## src/rtl/i2st_pkg.sv

```systemverilog
package i2st_pkg;

   typedef enum logic {
      SIDE_LEFT  = 1'b0,
      SIDE_RIGHT = 1'b1
   } side_e;

   function automatic int unsigned frame_clocks(int unsigned slots, int unsigned slot_w);
      return slots * slot_w;
   endfunction

endpackage

```

## src/rtl/i2st_timing.sv

```systemverilog
module i2st_timing #(
   parameter int unsigned I2S_W  = 32,
   parameter int unsigned SLOT_W = 24,
   parameter int unsigned SLOTS  = 8,
   parameter int unsigned DIV    = 3,
   localparam int unsigned BITS  = 2 * I2S_W,
   localparam int unsigned BW    = $clog2(BITS),
   localparam int unsigned PW    = $clog2(DIV),
   localparam int unsigned SW    = $clog2(SLOTS),
   localparam int unsigned QW    = $clog2(SLOT_W)
) (
   input  logic          clk,
   input  logic          rst_n,
   input  logic          fs,
   output logic          bclk_o,
   output logic          ws_o,
   output logic          cap_o,
   output logic [BW-1:0] cap_idx_o,
   output logic [SW-1:0] slot_o,
   output logic [QW-1:0] bpos_o,
   output logic          swap_o,
   output logic          tx_zero_o
);

   localparam logic [PW-1:0] P_LAST = PW'(DIV - 1);
   localparam logic [PW-1:0] P_CAP  = PW'(DIV - 2);
   localparam logic [BW-1:0] B_LAST = BW'(BITS - 1);
   localparam logic [BW-1:0] WS_ON  = BW'(I2S_W - 1);
   localparam logic [BW-1:0] WS_OFF = BW'(BITS - 2);
   localparam logic [SW-1:0] S_LAST = SW'(SLOTS - 1);
   localparam logic [QW-1:0] Q_LAST = QW'(SLOT_W - 1);

   logic [PW-1:0] ph_q, ph_n;
   logic [BW-1:0] bit_q, bit_n;
   logic [SW-1:0] slot_q, slot_n;
   logic [QW-1:0] bpos_q, bpos_n;
   logic          locked_q, bclk_q, ws_q, zero_q;
   logic          at_end;

   always_comb begin
      at_end = (bit_q == B_LAST) && (ph_q == P_LAST);
      if (fs) begin
         ph_n   = '0;
         bit_n  = '0;
         slot_n = '0;
         bpos_n = '0;
      end else begin
         ph_n   = (ph_q == P_LAST) ? '0 : ph_q + 1'b1;
         bit_n  = (ph_q != P_LAST) ? bit_q : ((bit_q == B_LAST) ? '0 : bit_q + 1'b1);
         bpos_n = (bpos_q == Q_LAST) ? '0 : bpos_q + 1'b1;
         slot_n = (bpos_q != Q_LAST) ? slot_q : ((slot_q == S_LAST) ? '0 : slot_q + 1'b1);
      end
   end

   assign swap_o = fs || (locked_q && at_end);
   assign cap_o  = (ph_q == P_CAP) && !fs && locked_q;

   always_ff @(posedge clk or negedge rst_n) begin
      if (!rst_n) begin
         ph_q     <= '0;
         bit_q    <= '0;
         slot_q   <= '0;
         bpos_q   <= '0;
         locked_q <= 1'b0;
         bclk_q   <= 1'b0;
         ws_q     <= 1'b0;
         zero_q   <= 1'b1;
      end else begin
         ph_q     <= ph_n;
         bit_q    <= bit_n;
         slot_q   <= slot_n;
         bpos_q   <= bpos_n;
         locked_q <= locked_q | fs;
         bclk_q   <= (ph_n == P_LAST);
         ws_q     <= (bit_n >= WS_ON) && (bit_n <= WS_OFF);
         if (swap_o) zero_q <= !(locked_q && at_end);
      end
   end

   assign bclk_o    = bclk_q;
   assign ws_o      = ws_q;
   assign cap_idx_o = bit_q;
   assign slot_o    = slot_q;
   assign bpos_o    = bpos_q;
   assign tx_zero_o = zero_q;

   AST_BCLK_PULSE: assert property (@(posedge clk) disable iff (!rst_n)
      $rose(bclk_q) |=> !bclk_q);
   AST_WS_ON_FALL: assert property (@(posedge clk) disable iff (!rst_n)
      !$stable(ws_q) |-> !bclk_q);
   AST_CAP_ON_RISE: assert property (@(posedge clk) disable iff (!rst_n)
      cap_o |=> bclk_q);

endmodule

```

## src/rtl/i2st_capture.sv

```systemverilog
module i2st_capture
   import i2st_pkg::*;
#(
   parameter int unsigned LINES  = 4,
   parameter int unsigned I2S_W  = 32,
   parameter int unsigned SLOT_W = 24,
   localparam int unsigned SLOTS = 2 * LINES,
   localparam int unsigned K     = $clog2(I2S_W),
   localparam int unsigned BW    = K + 1,
   localparam int unsigned SW    = $clog2(SLOTS),
   localparam int unsigned QW    = $clog2(SLOT_W)
) (
   input  logic             clk,
   input  logic             rst_n,
   input  logic [LINES-1:0] din,
   input  logic             cap,
   input  logic [BW-1:0]    cap_idx,
   input  logic             swap,
   input  logic [SW-1:0]    slot,
   input  logic [QW-1:0]    bpos,
   output logic             rd_bit
);

   logic          rsel_q;
   logic          keep;
   side_e         wside;
   logic [QW-1:0] wpos, rpos;
   logic [1:0]    lb [LINES];

   assign keep  = {1'b0, cap_idx[K-1:0]} < (K+1)'(SLOT_W);
   assign wside = side_e'(cap_idx[K]);
   assign wpos  = QW'(SLOT_W - 1) - QW'(cap_idx[K-1:0]);
   assign rpos  = QW'(SLOT_W - 1) - bpos;

   always_ff @(posedge clk or negedge rst_n) begin
      if (!rst_n) rsel_q <= 1'b0;
      else if (swap) rsel_q <= !rsel_q;
   end

   for (genvar n = 0; n < LINES; n++) begin : g_line
      logic [SLOT_W-1:0] mem [2][2];
      always_ff @(posedge clk or negedge rst_n) begin
         if (!rst_n) begin
            for (int b = 0; b < 2; b++)
               for (int s = 0; s < 2; s++) mem[b][s] <= '0;
         end else if (cap && keep) begin
            mem[!rsel_q][wside][wpos] <= din[n];
         end
      end
      assign lb[n] = {mem[rsel_q][SIDE_RIGHT][rpos], mem[rsel_q][SIDE_LEFT][rpos]};
   end

   assign rd_bit = lb[slot[SW-1:1]][slot[0]];

   AST_SWAP_ALIGNED: assert property (@(posedge clk) disable iff (!rst_n)
      !$stable(rsel_q) |-> (slot == '0 && bpos == '0));

endmodule

```

## src/rtl/i2st_tdm_tx.sv

```systemverilog
module i2st_tdm_tx (
   input  logic clk,
   input  logic rst_n,
   input  logic tx_zero,
   input  logic rd_bit,
   output logic dout
);

   always_ff @(negedge clk or negedge rst_n) begin
      if (!rst_n) dout <= 1'b0;
      else        dout <= tx_zero ? 1'b0 : rd_bit;
   end

   AST_DOUT_QUIET: assert property (@(posedge clk) disable iff (!rst_n)
      (tx_zero && $past(tx_zero)) |-> !dout);

endmodule

```

## src/rtl/i2s_tdm_bridge.sv

```systemverilog
module i2s_tdm_bridge
   import i2st_pkg::*;
#(
   parameter int unsigned LINES  = 4,
   parameter int unsigned I2S_W  = 32,
   parameter int unsigned SLOT_W = 24,
   parameter int unsigned DIV    = 3
) (
   input  logic             clk,
   input  logic             rst_n,
   input  logic             tdm_fs,
   input  logic [LINES-1:0] i2s_din,
   output logic             i2s_bclk,
   output logic             i2s_ws,
   output logic             tdm_dout
);

   localparam int unsigned SLOTS = 2 * LINES;
   localparam int unsigned BW    = $clog2(2 * I2S_W);
   localparam int unsigned SW    = $clog2(SLOTS);
   localparam int unsigned QW    = $clog2(SLOT_W);

   if (frame_clocks(SLOTS, SLOT_W) != 2 * I2S_W * DIV) begin : g_bad_ratio
      $error("slot clocks per frame must equal I2S clocks times divider");
   end
   if (DIV < 2) begin : g_bad_div
      $error("divider must be at least 2");
   end
   if (SLOT_W > I2S_W) begin : g_bad_width
      $error("TDM slot wider than I2S word");
   end
   if ((1 << $clog2(I2S_W)) != I2S_W) begin : g_bad_word
      $error("I2S word length must be a power of two");
   end

   logic          cap, swap, tx_zero, rd_bit;
   logic [BW-1:0] cap_idx;
   logic [SW-1:0] slot;
   logic [QW-1:0] bpos;

   i2st_timing #(.I2S_W(I2S_W), .SLOT_W(SLOT_W), .SLOTS(SLOTS), .DIV(DIV)) u_timing (
      .clk       (clk),
      .rst_n     (rst_n),
      .fs        (tdm_fs),
      .bclk_o    (i2s_bclk),
      .ws_o      (i2s_ws),
      .cap_o     (cap),
      .cap_idx_o (cap_idx),
      .slot_o    (slot),
      .bpos_o    (bpos),
      .swap_o    (swap),
      .tx_zero_o (tx_zero)
   );

   i2st_capture #(.LINES(LINES), .I2S_W(I2S_W), .SLOT_W(SLOT_W)) u_capture (
      .clk     (clk),
      .rst_n   (rst_n),
      .din     (i2s_din),
      .cap     (cap),
      .cap_idx (cap_idx),
      .swap    (swap),
      .slot    (slot),
      .bpos    (bpos),
      .rd_bit  (rd_bit)
   );

   i2st_tdm_tx u_tx (
      .clk     (clk),
      .rst_n   (rst_n),
      .tx_zero (tx_zero),
      .rd_bit  (rd_bit),
      .dout    (tdm_dout)
   );

endmodule

```

## config.mk

```make
export PLATFORM = sky130hd
export DESIGN_NAME = i2s_tdm_bridge
export DESIGN_NICKNAME = d
export VERILOG_FILES = /design/src/rtl/i2st_pkg.sv /design/src/rtl/i2st_timing.sv /design/src/rtl/i2st_capture.sv /design/src/rtl/i2st_tdm_tx.sv /design/src/rtl/i2s_tdm_bridge.sv
export SDC_FILE = /design/constraint.sdc
export NUM_CORES = 1
export LEC_CHECK = 0
export BUFFER_PORTS_ARGS = -buffer_cell sky130_fd_sc_hd__buf_2
export CAP_MARGIN = 40
export CORE_MARGIN = 4
export CORE_UTILIZATION = 64
export DETAILED_ROUTE_END_ITERATION = 10
export MAX_ROUTING_LAYER = met4
export PLACE_DENSITY_LB_ADDON = 0.05
export SLEW_MARGIN = 20
export SYNTH_ARGS = -nofsm -noshare
export SYNTH_HDL_FRONTEND = slang
export SYNTH_SLANG_ARGS = --single-unit
```

## constraint.sdc

```tcl
create_clock -name clk -period 2.42 [get_ports clk]
set_input_delay 0.242 -clock clk [delete_from_list [all_inputs] [get_ports clk]]
set_output_delay 0.242 -clock clk [all_outputs]
set_load 0.01 [all_outputs]
```

======== After elaboration in Yosys (flattened, before gate mapping) ========
Cells that the tools add are included.
word-level totals
  register bits ........................... 406
  bits in latches ......................... 0
  RAM bits ................................ 0
  ROM bits ................................ 0
  bits of input ports ..................... 7
  output and inout bits ................... 3
  logic and storage cells ................. 126
  memories kept ........................... 0
cells by class
  add/subtract/negate cells ............... 6
  multipliers ............................. 0
  divide/modulo/power cells ............... 0
  $lt $le $gt $ge ......................... 13
  equality and inequality tests ........... 9
  shift-type cells ........................ 0
  mux-type cells .......................... 54
  bitwise logic cells ..................... 5
  reduce and logical (&&, ||, !) cells .... 13
operator list
  operator                                                                              count
  48-bit two-way mux                                                                    13
  96-bit bitwise mux                                                                    4
  48-bit demux with 1-bit select                                                        1
  1-bit binary-select mux with 5-bit select                                             8
  24-bit demux with 1-bit select                                                        1
  24-bit two-way mux                                                                    1
  6-bit two-way mux                                                                     3
  5-bit by 6-bit less-than comparator with 1-bit output (second input constant)         2
  1-bit two-way mux                                                                     12
  5-bit two-way mux                                                                     2
  5-bit subtractor (first input constant)                                               2
  1-bit logical AND                                                                     9
  3-bit two-way mux                                                                     3
  2-bit two-way mux                                                                     4
  6-bit by 1-bit adder with 6-bit output (second input constant)                        1
  6-bit equality test (second input constant)                                           1
  2-bit greater-or-equal comparator (second input constant)                             3
  6-bit by 5-bit greater-or-equal comparator with 1-bit output (second input constant)  1
  6-bit <= comparator (second input constant)                                           1
  1-bit inverter with 2-bit output                                                      3
  5-bit by 1-bit adder with 5-bit output (second input constant)                        1
  1-bit demux with 5-bit select                                                         1
  5-bit equality test (second input constant)                                           1
  5-bit by 1-bit greater-or-equal comparator with 1-bit output (second input constant)  1
  16 further kinds                                                                      21

======== Longest topological paths before layout ========
Gate-level depths: netlist of the first run.
  word-level depth ........................ 12
  mapped depth ............................ 12
  mapped depth without buffers ............ 7

======== Cells and area by module ========
From an unflattened synthesis of the first run, not the netlist that was laid out.
unflattened totals
  cell total of the unflattened synthesis .. 1,374
  area, all modules ....................... 19,213.4 um^2
by module, submodules not included
  module        times used  cells each  area an instance (um^2)
  i2st_capture  1           1,287       18,251.3
  i2st_timing   1           85          923.4
  i2st_tdm_tx   1           2           38.8

==> out/metrics.cfg, run 1 <==
[outcome]
status = finished with violations
violations = negative setup slack

[worst_setup_path]
critPathTopFamily = compound AO/OA/AOI/OAI gates
slowest_delay_ps = 560
cpMaxStageDelayCell = mux4_1
path_cells = buf_12, buf_12, mux4_1, nor2b_1, a211oi_4, a31oi_1, o211a_1, nand4_1, o31ai_2
crit_top_cell = buf_12
path_class = register to register
r2r_setup_slack_ps = -1190
setup.worst_path.end_class = register
crit_required_ps = 1580
critPathBufInv = 2
critPathLaunchType = register
arrival_ps = 2780
critPathMaxFanout = 5

[logic_synthesis]
synth_edf_count = 0
synth_top_area_frac = 0.5220
synth_cell_types = 65
synthArstFlopShare = 1.000
synth_area_leader_cell = dfrtp_1
ys_seq_area_frac = 0.5247
synth_area_per_cell_sq_um = 14.13
ys_ff_latch = 406
syn_nets = 1386
synth.area.top_cells = dfrtp_1 52%, mux2_2 23%, mux4_2 7.3%, mux2i_1 2.3%, nand2_1 2.1%
syn_area_sq_mm = 0.01937
synth_flop_cell = dfrtp_1
synthCells = 1371
yosysWarnings = 0

[finish]
syn_to_final_growth_pct = 20.50
final_util = 0.7853
fill_cells = 1739
fin_nets = 1527
mostFrequentLayoutCells = 402 x dfrtp_1, 380 x mux2_2, 131 x buf_4
drive_gt1_frac = 0.5272
layout_commonest_cell = dfrtp_1

[global_route]
antenna_found_initial = 1
grt_usage = 0.3141
top_usage_layer = met2
use_met2 = 0.5068
grt_util_met1 = 0.4181
gr-usage-met3 = 0.04167
grt_pass1_vias = 13096
grt_pass1_wl_microns = 77960
grt_overflow = 0
grt_max_degree = 169

[clocking]
cts_buffer_depth = 3
path_clk_slew_ps = 60
h-tree-depth = 2
clock-sinks = 406
cts_tree = built
worstSkewPairLatency_ps = 530
cts-buffers-inserted = 43
root_buffer = clkbuf_16

[min_path]
hp-class = primary input to async pin

[timing]
slew_headroom = 0.3811
fin_ws_ps = -1194
finalSetupTns_ps = -22780
rsz0062_at_grt = yes
fin_skew_ps = 19.17
drv_slew = 0
tightest_slew_ps = 928.4
finalHoldViolCount = 0
setup_viol = 180

[place]
place_worst_setup_slack_ps = -1246
numPortBuffers = 9
gp_congestion = 0.9835
hpwl_microns = 33600

[floorplanning]
core-area_sq_mm = 0.02972
fp.dieW_microns = 182.0
die_area_sq_mm = 0.03311
io_pins = 10
die_h_microns = 182.0
num_rows = 63
start_util = 0.6517

[power_and_ir_drop]
p_int_mw = 12.30
ir_drop_uv = 790.6
power.leakage_nw = 11.47
switchingPower_mw = 4.035
finalPower_mw = 16.33
p_clk_frac = 0.394
swShare = 0.2470
p_per_area_mw_per_mm2 = 700.0
combinationalPowerShare = 0.177
seq_power_share = 0.430

[route]
wire_per_inst_microns = 25.94
viasPerCell = 6.293
num_vias = 12177
drc = 0
dr.pass1.iters = 5
drt_iter0_markers = 942
drt_wl_total_microns = 50190
antenna_left = 0

[flow_run]
maxCapViolations = 0

==> Yosys cell counts (all sizes together) (13+ instances only) <==
cell type    n
mux2i       44
mux4        76
nor2        46
nand2      107
dfrtp      404
buf         45
nor3        13
nand3       13
a22oi       18
mux2       391
clkbuf      59
a21oi       19
==> per-stage QoR <==
stage,instance area [sq um],hold slack (ps),instances
6_report,23340,152.9,1935
5_1_grt,23340,166.5,1935
4_1_cts,22850,153.9,1926
3_5_place_dp,20750,109.1,1824
3_3_place_gp,20650,109.1,1820
2_1_floorplan,19380,-53.59,1371
==> final cells by class <==
cell class / instances / area [sq um] / area share
Inverter: 8 / 35.03 / 0.001501
Clock inverter: 7 / 62.56 / 0.002681
Timing Repair Buffer: 201 / 2087 / 0.08943
Sequential cell: 406 / 10170 / 0.4357
Clock buffer: 70 / 1330 / 0.05699
Tap cell: 390 / 488.0 / 0.02091
Antenna cell: 1 / 2.502 / 0.0001072
Multi-Input combinational cell: 852 / 9163 / 0.3926
==> path summary, 6_finish.rpt <==
path,start,endpoint,depth (start not counted)
max,u_capture.rsel_q,u_tx.dout,9
min,rst_n,u_capture.g_line[3].mem[65],2
max reg2reg,u_capture.rsel_q,u_tx.dout,9
min reg2reg,u_capture.g_line[2].mem[83],u_capture.g_line[2].mem[83],1
max in group asynchronous,rst_n,u_tx.dout,2
min in group clk,i2s_din[0],u_capture.g_line[0].mem[16],3
==> state kept, by name, summed over array words and instances (netlist names) <==
signal / flops
u_capture.g_line.mem: 384
u_timing.cap_idx_o: 6
u_timing.bpos_o: 5
u_timing.slot_o: 3
u_timing.ph_q: 2
u_capture.rsel_q: 1
u_timing.bclk_o: 1
u_timing.locked_q: 1
u_timing.tx_zero_o: 1
u_timing.ws_o: 1
u_tx.dout: 1
==> timing repair <==
action	in CTS	in global routing
pin swaps	10	17
hold buffers	2	0
resized for setup	101	105
cloned	3	0
hold endpoints to repair	52	0
setup buffers	20	13
endpoints found under the setup margin	99	194
==> power groups by stage <==
stage          logic, mW  registers (mW)  clock network (mW)
2_1_floorplan       1.52            7.10                   0
4_1_cts             2.81            7.02                6.54
3_3_place_gp        2.08            7.15                   0
3_5_place_dp        2.13            7.16                   0
6_report            2.89            7.02                6.43
5_1_grt             3.05            7.02                6.82
==> cell families (layout without fill, tap and decap cells) <==
group,count (synthesis),after routing,share of synthesized area
other cells,0,1,0
flops,406,406,0.5247
mux,511,511,0.3410
simple gates,235,235,0.05634
fa+ha+maj,8,8,0.005169
xor+xnor,9,9,0.004070
buf+inv,113,286,0.03605
compound gates,89,89,0.03269
==> layer usage <==
metal  vias up  wire length, microns
li1       5335                     -
met1      6380                 21080
met2       345                 25170
met3       117                  2239
met4         0                  1702
met5         -                     0
Note: power is estimated with default switching activity, not from simulation.
==> run 2, diff against run 1 <==
--- a/config.mk
+++ b/config.mk
@@ -12,6 +12,7 @@
 export DETAILED_ROUTE_END_ITERATION = 10
 export MAX_ROUTING_LAYER = met4
 export PLACE_DENSITY_LB_ADDON = 0.05
+export SETUP_SLACK_MARGIN = 0.02
 export SLEW_MARGIN = 20
 export SYNTH_ARGS = -nofsm -noshare
 export SYNTH_HDL_FRONTEND = slang
==> out/metrics.cfg, run 2 (same netlist as run 1, synthesis figures left out) <==
[outcome]
status = finished with violations
violations = negative setup slack

[timing]
finalHoldViolCount = 0  ; unchanged
fin_ws_ps = -1204  ; -10.24 ps
fin_skew_ps = 19.73  ; +0.5624 ps
slew_headroom = 0.3699  ; -0.01111
tightest_slew_ps = 945.1  ; +16.67 ps
hold_ws_ps = 148.9  ; -3.980 ps
drv_slew = 0  ; unchanged
rsz0062_at_grt = yes
setup_viol = 178  ; -1.1%

[place]
hpwl_microns = 33600  ; unchanged
placed_cell_area_sq_mm = 0.02075  ; unchanged
placed_cells = 1824  ; unchanged
gp_congestion = 0.9835  ; unchanged
numPortBuffers = 9  ; unchanged

[floorplanning]
io_pins = 10  ; unchanged
die_area_sq_mm = 0.03311  ; unchanged
num_rows = 63  ; unchanged
core-area_sq_mm = 0.02972  ; unchanged
fp.dieW_microns = 182.0  ; unchanged
die_h_microns = 182.0  ; unchanged
start_util = 0.6517  ; unchanged

[route]
drc = 0  ; unchanged
drt_wl_total_microns = 50430  ; +0.50%
drt_iter0_markers = 976  ; +3.6%
antenna_left = 0  ; unchanged
wire_per_inst_microns = 26.01  ; +0.29%
viasPerCell = 6.394  ; +1.6%
num_vias = 12398  ; +1.8%
dr.pass1.iters = 7  ; +2

[global_route]
grt_pass1_wl_microns = 78330  ; +0.48%
antenna_found_initial = 1  ; unchanged
grt_overflow = 0  ; unchanged
grt_pass1_vias = 13130  ; +0.26%
grt_max_degree = 169  ; unchanged
grt_usage = 0.3156  ; +0.001487

[finish]
layout_commonest_cell = dfrtp_1
largest_reg_flops = 384  ; unchanged
top_register = u_capture.g_line.mem
drive_gt1_frac = 0.5271  ; about the same
syn_to_final_growth_pct = 21.02
fill_cells = 1721  ; -1.0%
mostFrequentLayoutCells = 402 x dfrtp_1, 384 x mux2_2, 134 x buf_4
final-seq-area_sq_mm = 0.01017  ; unchanged
instances_no_fill = 1939  ; +0.21%
multi_input_area_sq_mm = 0.009215  ; +0.57%
fin_nets = 1531  ; +0.26%
final_area_sq_mm = 0.02344  ; +0.43%
final_util = 0.7887  ; +0.003411

[clocking]
cts_buffer_depth = 3  ; unchanged
h-tree-depth = 2  ; unchanged
cts_tree = built
cts-buffers-inserted = 43  ; unchanged
path_clk_slew_ps = 60  ; about the same
clock-sinks = 406  ; unchanged
worstSkewPairLatency_ps = 530  ; about the same
root_buffer = clkbuf_16

[worst_setup_path]
critPathMaxFanout = 7  ; +2
critPathLaunchType = register
setup.worst_path.end_class = register
arrival_ps = 2780  ; about the same
crit_required_ps = 1580  ; about the same
r2r_setup_slack_ps = -1200  ; about the same
path_class = register to register

[power_and_ir_drop]
ir_drop_uv = 789.9  ; about the same
combinationalPowerShare = 0.175  ; -0.002
switchingPower_mw = 4.028  ; -0.16%
power.leakage_nw = 11.48  ; about the same
p_int_mw = 12.30  ; about the same
finalPower_mw = 16.33  ; about the same
swShare = 0.2466  ; -0.0003476
p_clk_frac = 0.395  ; about the same
seq_power_share = 0.430  ; about the same
p_per_area_mw_per_mm2 = 696.8  ; -0.46%

[min_path]
hp-class = primary input to async pin

[flow_run]
maxCapViolations = 0  ; unchanged

run 2: repair_timing:
item / 4_1_cts / 5_1_grt
cloned: 3 / 0
resized for setup: 111 / 93
pin swaps: 9 / 11
hold endpoints to repair: 52 / 0
hold buffers: 2 / 0
endpoints found under the setup margin: 112 / 197
setup buffers: 21 / 16
run 2: area by class of cell:
class,count,share of cell area
antenna,1,0.0001068
clock buffer,70,0.05675
clock inverter,7,0.002669
inverter,8,0.001495
multi-input combinational,852,0.3932
sequential,406,0.4339
tap,390,0.02082
timing repair buffer,205,0.09113
run 2: final timing paths:
kind                                               endpoint                         from  cells past startpoint
worst max-delay path                              u_tx.dout             u_capture.rsel_q                      9
min in group clk                u_capture.g_line[0].mem[16]                   i2s_din[0]                      3
worst min-delay path            u_capture.g_line[3].mem[65]                        rst_n                      2
worst min register to register  u_capture.g_line[2].mem[83]  u_capture.g_line[2].mem[83]                      1
max in group asynchronous                         u_tx.dout                        rst_n                      2
worst max register to register                    u_tx.dout             u_capture.rsel_q                      9
run 2: critical path, stage by stage, from the launching register on:
cell	delay, ps
dfrtp_4	500
buf_6	150
buf_12	140
buf_4	140
mux4_2	470
mux2i_2	230
o21ai_1	110
a21o_1	190
o211ai_2	210
o31ai_2	90
run 2: metal layers:
metal  GRT usage  up-vias  wire length [microns]
li1            -     5338                      -
met1      0.4188     6579                  21140
met2      0.5135      374                  25460
met3     0.04247      107                   2333
met4      0.1027        0                   1498
met5           -        -                      0
run 2: power by group through the flow:
stage               clock [mW]  sequential (mW)  combinational (mW)
finish                    6.45             7.01                2.86
floorplan                    0             7.10                1.52
detailed placement           0             7.16                2.13
CTS                       6.54             7.02                2.81
global placement             0             7.15                2.08
global route              6.83             7.02                3.03
run 2: through the flow:
step	worst slack, ps	TNS (ps)
global route	-1292	-34490
global placement	-1271	-16150
floorplan	-861.6	-861.6
finish	-1204	-23740
detailed placement	-1246	-16100
CTS	-1179	-3914
